**src/rtl/wic_pkg.sv**
```systemverilog
package wic_pkg;

    typedef enum logic [1:0] {
        ST_IDLE = 2'd0,
        ST_ADDR = 2'd1,
        ST_DATA = 2'd2
    } wic_state_e;

    typedef enum logic {
        MODE_REISSUE = 1'b0,
        MODE_PIPE    = 1'b1
    } wic_mode_e;

    typedef struct packed {
        logic h1;     // write-ready seen asserted one cycle back
        logic extra;  // one launch without ready still permitted
    } rdy_view_t;

    function automatic int unsigned wmax(input int unsigned a, input int unsigned b);
        return (a > b) ? a : b;
    endfunction

endpackage

```
**src/rtl/wic_rdy_track.sv**
```systemverilog
module wic_rdy_track
    import wic_pkg::*;
(
    input  logic      clk,
    input  logic      rst,
    input  logic      wr_rdy_n,
    input  logic      launch,
    output rdy_view_t view
);
    logic h1_q;
    logic extra_q;

    always_ff @(posedge clk) begin
        if (rst) begin
            h1_q    <= 1'b0;
            extra_q <= 1'b0;
        end else begin
            h1_q <= ~wr_rdy_n;
            if (h1_q)
                extra_q <= 1'b1;
            else if (launch)
                extra_q <= 1'b0;
        end
    end

    assign view.h1    = h1_q;
    assign view.extra = extra_q;
endmodule

```
**src/rtl/wic_sequencer.sv**
```systemverilog
module wic_sequencer
    import wic_pkg::*;
(
    input  logic       clk,
    input  logic       rst,
    input  logic       mode_in,
    input  logic       wq_valid,
    input  logic       wr_rdy_n,
    input  rdy_view_t  view,
    output wic_state_e state,
    output wic_mode_e  mode_q,
    output logic       launch,
    output logic       pop
);
    wic_state_e state_q, state_d;
    wic_mode_e  mode_r, eff_mode;
    logic       rdy_now, may_go;

    always_comb begin
        eff_mode = (state_q == ST_IDLE) ? wic_mode_e'(mode_in) : mode_r;
        rdy_now  = ~wr_rdy_n;
        may_go   = (eff_mode == MODE_REISSUE) ? view.h1 : (view.h1 | view.extra);
        launch   = (state_q != ST_ADDR) && wq_valid && may_go;
        if (eff_mode == MODE_REISSUE)
            pop = (state_q == ST_ADDR) && rdy_now;
        else
            pop = launch;
        case (state_q)
            ST_ADDR: state_d = (eff_mode == MODE_REISSUE && !rdy_now) ? ST_IDLE : ST_DATA;
            default: state_d = launch ? ST_ADDR : ST_IDLE;
        endcase
    end

    always_ff @(posedge clk) begin
        if (rst) begin
            state_q <= ST_IDLE;
            mode_r  <= MODE_REISSUE;
        end else begin
            state_q <= state_d;
            mode_r  <= eff_mode;
        end
    end

    assign state  = state_q;
    assign mode_q = mode_r;
endmodule

```
**src/rtl/wic_bus_drv.sv**
```systemverilog
module wic_bus_drv
    import wic_pkg::*;
#(
    parameter int unsigned AW = 32,
    parameter int unsigned DW = 32,
    parameter int unsigned BW = 32
) (
    input  logic          clk,
    input  logic          rst,
    input  wic_state_e    state,
    input  logic          launch,
    input  logic [AW-1:0] wq_addr,
    input  logic [DW-1:0] wq_data,
    output logic          sys_valid_n,
    output logic          sys_cmd,
    output logic [BW-1:0] sys_ad
);
    logic [AW-1:0] addr_q;
    logic [DW-1:0] data_q;

    always_ff @(posedge clk) begin
        if (rst) begin
            addr_q <= '0;
            data_q <= '0;
        end else if (launch) begin
            addr_q <= wq_addr;
            data_q <= wq_data;
        end
    end

    always_comb begin
        sys_valid_n = (state == ST_IDLE);
        sys_cmd     = (state == ST_ADDR);
        case (state)
            ST_ADDR: sys_ad = BW'(addr_q);
            ST_DATA: sys_ad = BW'(data_q);
            default: sys_ad = '0;
        endcase
    end
endmodule

```
**src/rtl/wr_issue_ctrl.sv**
```systemverilog
module wr_issue_ctrl
    import wic_pkg::*;
#(
    parameter int unsigned AW = 32,
    parameter int unsigned DW = 32,
    localparam int unsigned BW = wmax(AW, DW)
) (
    input  logic          clk,
    input  logic          rst,
    input  logic          wr_mode,
    input  logic          wq_valid,
    input  logic [AW-1:0] wq_addr,
    input  logic [DW-1:0] wq_data,
    output logic          wq_ready,
    input  logic          wr_rdy_n,
    output logic          sys_valid_n,
    output logic          sys_cmd,
    output logic [BW-1:0] sys_ad
);
    rdy_view_t  view;
    wic_state_e state;
    wic_mode_e  mode_q;
    logic       launch;
    logic       pop;

    wic_rdy_track u_track (
        .clk      (clk),
        .rst      (rst),
        .wr_rdy_n (wr_rdy_n),
        .launch   (launch),
        .view     (view)
    );

    wic_sequencer u_seq (
        .clk      (clk),
        .rst      (rst),
        .mode_in  (wr_mode),
        .wq_valid (wq_valid),
        .wr_rdy_n (wr_rdy_n),
        .view     (view),
        .state    (state),
        .mode_q   (mode_q),
        .launch   (launch),
        .pop      (pop)
    );

    wic_bus_drv #(.AW(AW), .DW(DW), .BW(BW)) u_drv (
        .clk         (clk),
        .rst         (rst),
        .state       (state),
        .launch      (launch),
        .wq_addr     (wq_addr),
        .wq_data     (wq_data),
        .sys_valid_n (sys_valid_n),
        .sys_cmd     (sys_cmd),
        .sys_ad      (sys_ad)
    );

    assign wq_ready = pop;
endmodule

```
**config.mk**
```make
export PLATFORM = sky130hd
export DESIGN_NAME = wr_issue_ctrl
export DESIGN_NICKNAME = d
export VERILOG_FILES = /design/src/rtl/wic_pkg.sv /design/src/rtl/wic_rdy_track.sv /design/src/rtl/wic_sequencer.sv /design/src/rtl/wic_bus_drv.sv /design/src/rtl/wr_issue_ctrl.sv
export SDC_FILE = /design/constraint.sdc
export NUM_CORES = 1
export LEC_CHECK = 0
export BUFFER_PORTS_ARGS = -buffer_cell sky130_fd_sc_hd__buf_2
export CAP_MARGIN = 20
export CORE_MARGIN = 3
export CORE_UTILIZATION = 56
export CTS_CLUSTER_SIZE = 24
export DETAILED_ROUTE_END_ITERATION = 6
export PLACE_DENSITY = 0.85
export SKIP_LAST_GASP = 1
export SYNTH_ARGS = -nofsm -noshare
export SYNTH_HDL_FRONTEND = slang
export SYNTH_SLANG_ARGS = --single-unit
```
**constraint.sdc**
```tcl
create_clock -name clk -period 4.8 [get_ports clk]
set_clock_uncertainty 0.05 [all_clocks]
set_input_delay 0.72 -clock clk [delete_from_list [all_inputs] [get_ports clk]]
set_output_delay 0.72 -clock clk [all_outputs]
set_load 0.02 [all_outputs]
```
==> results.json <==
{
  "drt_iter0_drc": 98,
  "synth_edf_count": 0,
  "coreArea_sq_mm": 0.00606,
  "clkLatencyLatePin_ns": 0.34,
  "p_leak_uw": 0.00202,
  "peakVddDrop_mv": 0.180,
  "cap_violations": 0,
  "wl_per_cell_um": 13.9,
  "io_pins": 104,
  "worstPathArrival_ns": 2.17,
  "synthArstFlopShare": 0,
  "die_y_um": 85.9,
  "cp.required_ns": 4.03,
  "synth.most_common_cell": "nand2b_1",
  "synthesis.nets": 450,
  "setup_viol": 0,
  "htree_num_levels": 3,
  "ant_nets": 0,
  "clkSlewWorstSetupHoldPaths_ns": 0.07,
  "grt_usage": 0.208,
  "viasPerCell": 5.18,
  "r2r_start": "u_seq.state[1]$_SDFF_PP0_",
  "core.rowCount": 28,
  "path_class": "reg -> out",
  "reg2reg_setup_slack_ns": 2.29,
  "swShare": 0.241,
  "syn_area_sq_mm": 0.00357,
  "crit_path_start": "u_seq.state[0]$_SDFF_PP0_",
  "ys_warn_count": 0,
  "cts_resized": 0,
  "n_fill_cell": 493,
  "seqPwrFrac": 0.493,
  "wl_um": 7550,
  "power_frac_comb": 0.123,
  "place_congestion": 0.738,
  "clkPwrFrac": 0.384,
  "fp.dieW_um": 85.9,
  "firstDrtPassIters": 4,
  "synth_top_area_share": 0.387,
  "nets": 536,
  "port_buffers": 103,
  "worstReg2RegEnd": "u_drv.data_q[25]$_SDFFE_PP0P_",
  "power-per-cell-area_mw_per_mm2": 295,
  "relSlewSlack": 0.293,
  "antenna_found_initial": 0,
  "cts_tree": "yes",
  "n_antenna_cell": 0,
  "grt_max_degree": 88,
  "hpwl_um": 4960,
  "crit_path_end_kind": "output port",
  "crit_end": "sys_ad[16]",
  "max_freq_mhz": 340,
  "startpoint_type": "flip-flop",
  "total_power_uw": 1250,
  "synth.distinct_cells": 18,
  "cts_buffer_depth": 2,
  "grt_overflow": 0,
  "grt_pass1_vias": 2804,
  "cts_hold_buf": 0,
  "rr_worst_depth": 6,
  "die_area_sq_mm": 0.00738,
  "worst_pin_slew_ns": 1.06,
  "yosys_register_bits": 69,
  "cts_setup_buffers": 0,
  "regArea_sq_mm": 0.00138,
  "synthFlopType": "dfxtp_1",
  "final.period_utilization": 0.613,
  "grt_pass1_wl_um": 12300,
  "cts_made_buffers": 9,
  "hold_class": "reg -> reg",
  "critPathMaxFanout": 17,
  "syn_area_per_cell_sq_um": 9.48,
  "synth.area.top_cells": "dfxtp_1 (39%), nand2b_1 (23%), mux2i_1 (18%)",
  "start_util": 0.590,
  "outcome": "completed",
  "p_switching_uw": 302,
  "postLayoutCoreUtil": 0.702,
  "area_growth_pct": 19.1,
  "drive_gt1_frac": 0.267,
  "fin_crit_ns": 2.94,
  "synth_cells": 377,
  "ys_seq_area_frac": 0.387,
  "ys_top_cells_by_count": "nand2b_1 (129), dfxtp_1 (69), mux2i_1 (64)",
  "p_int_uw": 952,
  "hold_viol": 0,
  "multi_input_area_sq_mm": 0.00201,
  "drc": 0,
  "vias": 2811,
  "yosysTopAreaCell": "dfxtp_1",
  "maxSlewViolCount": 0,
  "rsz0062_at_grt": "no",
  "cts.sinks": 69,
  "tns_ns": 0,
  "cts-root-buf": "clkbuf_8"
}
power groups by stage:
stage / sequential, uW / clock, uW / combinational (uW)
finish: 618 / 482 / 154
global route: 621 / 511 / 170
CTS: 618 / 489 / 156
detailed placement: 631 / 0 / 155
global placement: 629 / 0 / 151
floorplan: 627 / 0 / 111
per-stage QoR:
step           hold slack, ns  instances  area, sq um  setup WS (ns)
2_1_floorplan           0.382        377         3570           2.06
3_3_place_gp            0.397        527         4050           2.30
3_5_place_dp            0.411        527         4050           2.20
4_1_cts                 0.421        543         4260           1.85
5_1_grt                 0.443        543         4260           1.71
6_report                0.423        543         4260           1.86
layout by cell type (no fill, tap or decap):
master / Yosys / final
nand2b_1: 129 / 129
nor2_1: 2 / 2
clkinv_2: 0 / 1
mux2i_2: 1 / 1
nor2b_1: 32 / 32
dfxtp_1: 69 / 69
ha_1: 4 / 4
nor3_1: 1 / 1
a22oi_1: 32 / 32
o21ai_0: 2 / 2
mux2i_1: 64 / 64
clkbuf_8: 0 / 11
buf_4: 2 / 4
a21oi_1: 2 / 2
bufinv_16: 0 / 1
nand3b_1: 2 / 2
clkinvlp_4: 0 / 2
buf_2: 2 / 103
inv_1: 4 / 4
clkinv_4: 0 / 1
o32a_2: 0 / 1
layer usage:
metal / wire length (um) / global-route usage / share of wire / vias to the layer above
met5: 0 / 0 / 0 / -
met4: 59 / 0.0921 / 0.0078 / 0
met3: 451 / 0.0346 / 0.060 / 6
met2: 3600 / 0.348 / 0.48 / 82
met1: 3440 / 0.262 / 0.46 / 1299
li1: - / - / - / 1424
registers in the layout (all words and copies together) (netlist names):
register,cells
u_track.extra_q,1
u_seq.mode_q,1
u_drv.addr_q,32
u_track.h1_q,1
u_seq.state,2
u_drv.data_q,32
kinds of logic (layout without fill, tap and decap cells):
logic type / count (synthesis) / after routing / share of synthesized area
adders and majority gates: 4 / 4 / 0.0140
AOI/OAI and AO/OA: 37 / 37 / 0.0756
and+or+nand+nor: 166 / 166 / 0.290
buffers and inverters: 36 / 127 / 0.0511
muxes: 65 / 65 / 0.183
DFF: 69 / 69 / 0.387
critical path, cell delays in order, from the launching register on:
cell,delay (ns)
dfxtp_1,0.33
inv_1,0.08
ha_1,0.59
buf_4,0.36
a22oi_1,0.11
nor2b_1,0.17
buf_2,0.19
worst min path at each step:
stage / startpoint / end / slack (ns) / cells after the start
finish: u_track.h1_q$_SDFF_PP0_ / u_track.extra_q$_SDFFE_PP0P_ / 0.42 / 2
global route: u_drv.data_q[5]$_SDFFE_PP0P_ / u_drv.data_q[5]$_SDFFE_PP0P_ / 0.44 / 2
detailed placement: u_track.h1_q$_SDFF_PP0_ / u_track.extra_q$_SDFFE_PP0P_ / 0.41 / 2
floorplan: u_track.h1_q$_SDFF_PP0_ / u_track.extra_q$_SDFFE_PP0P_ / 0.38 / 2
global placement: u_track.h1_q$_SDFF_PP0_ / u_track.extra_q$_SDFFE_PP0P_ / 0.40 / 2
CTS: u_track.h1_q$_SDFF_PP0_ / u_track.extra_q$_SDFFE_PP0P_ / 0.42 / 2
area by class of cell:
class,instances,share of cell area
sequential,69,0.325
multi-input combinational,272,0.472
inverter,4,0.00353
timing repair buffer,107,0.128
clock inverter,5,0.0138
clock buffer,11,0.0356
tap,75,0.0220
Power figures use the tool's default switching activity.
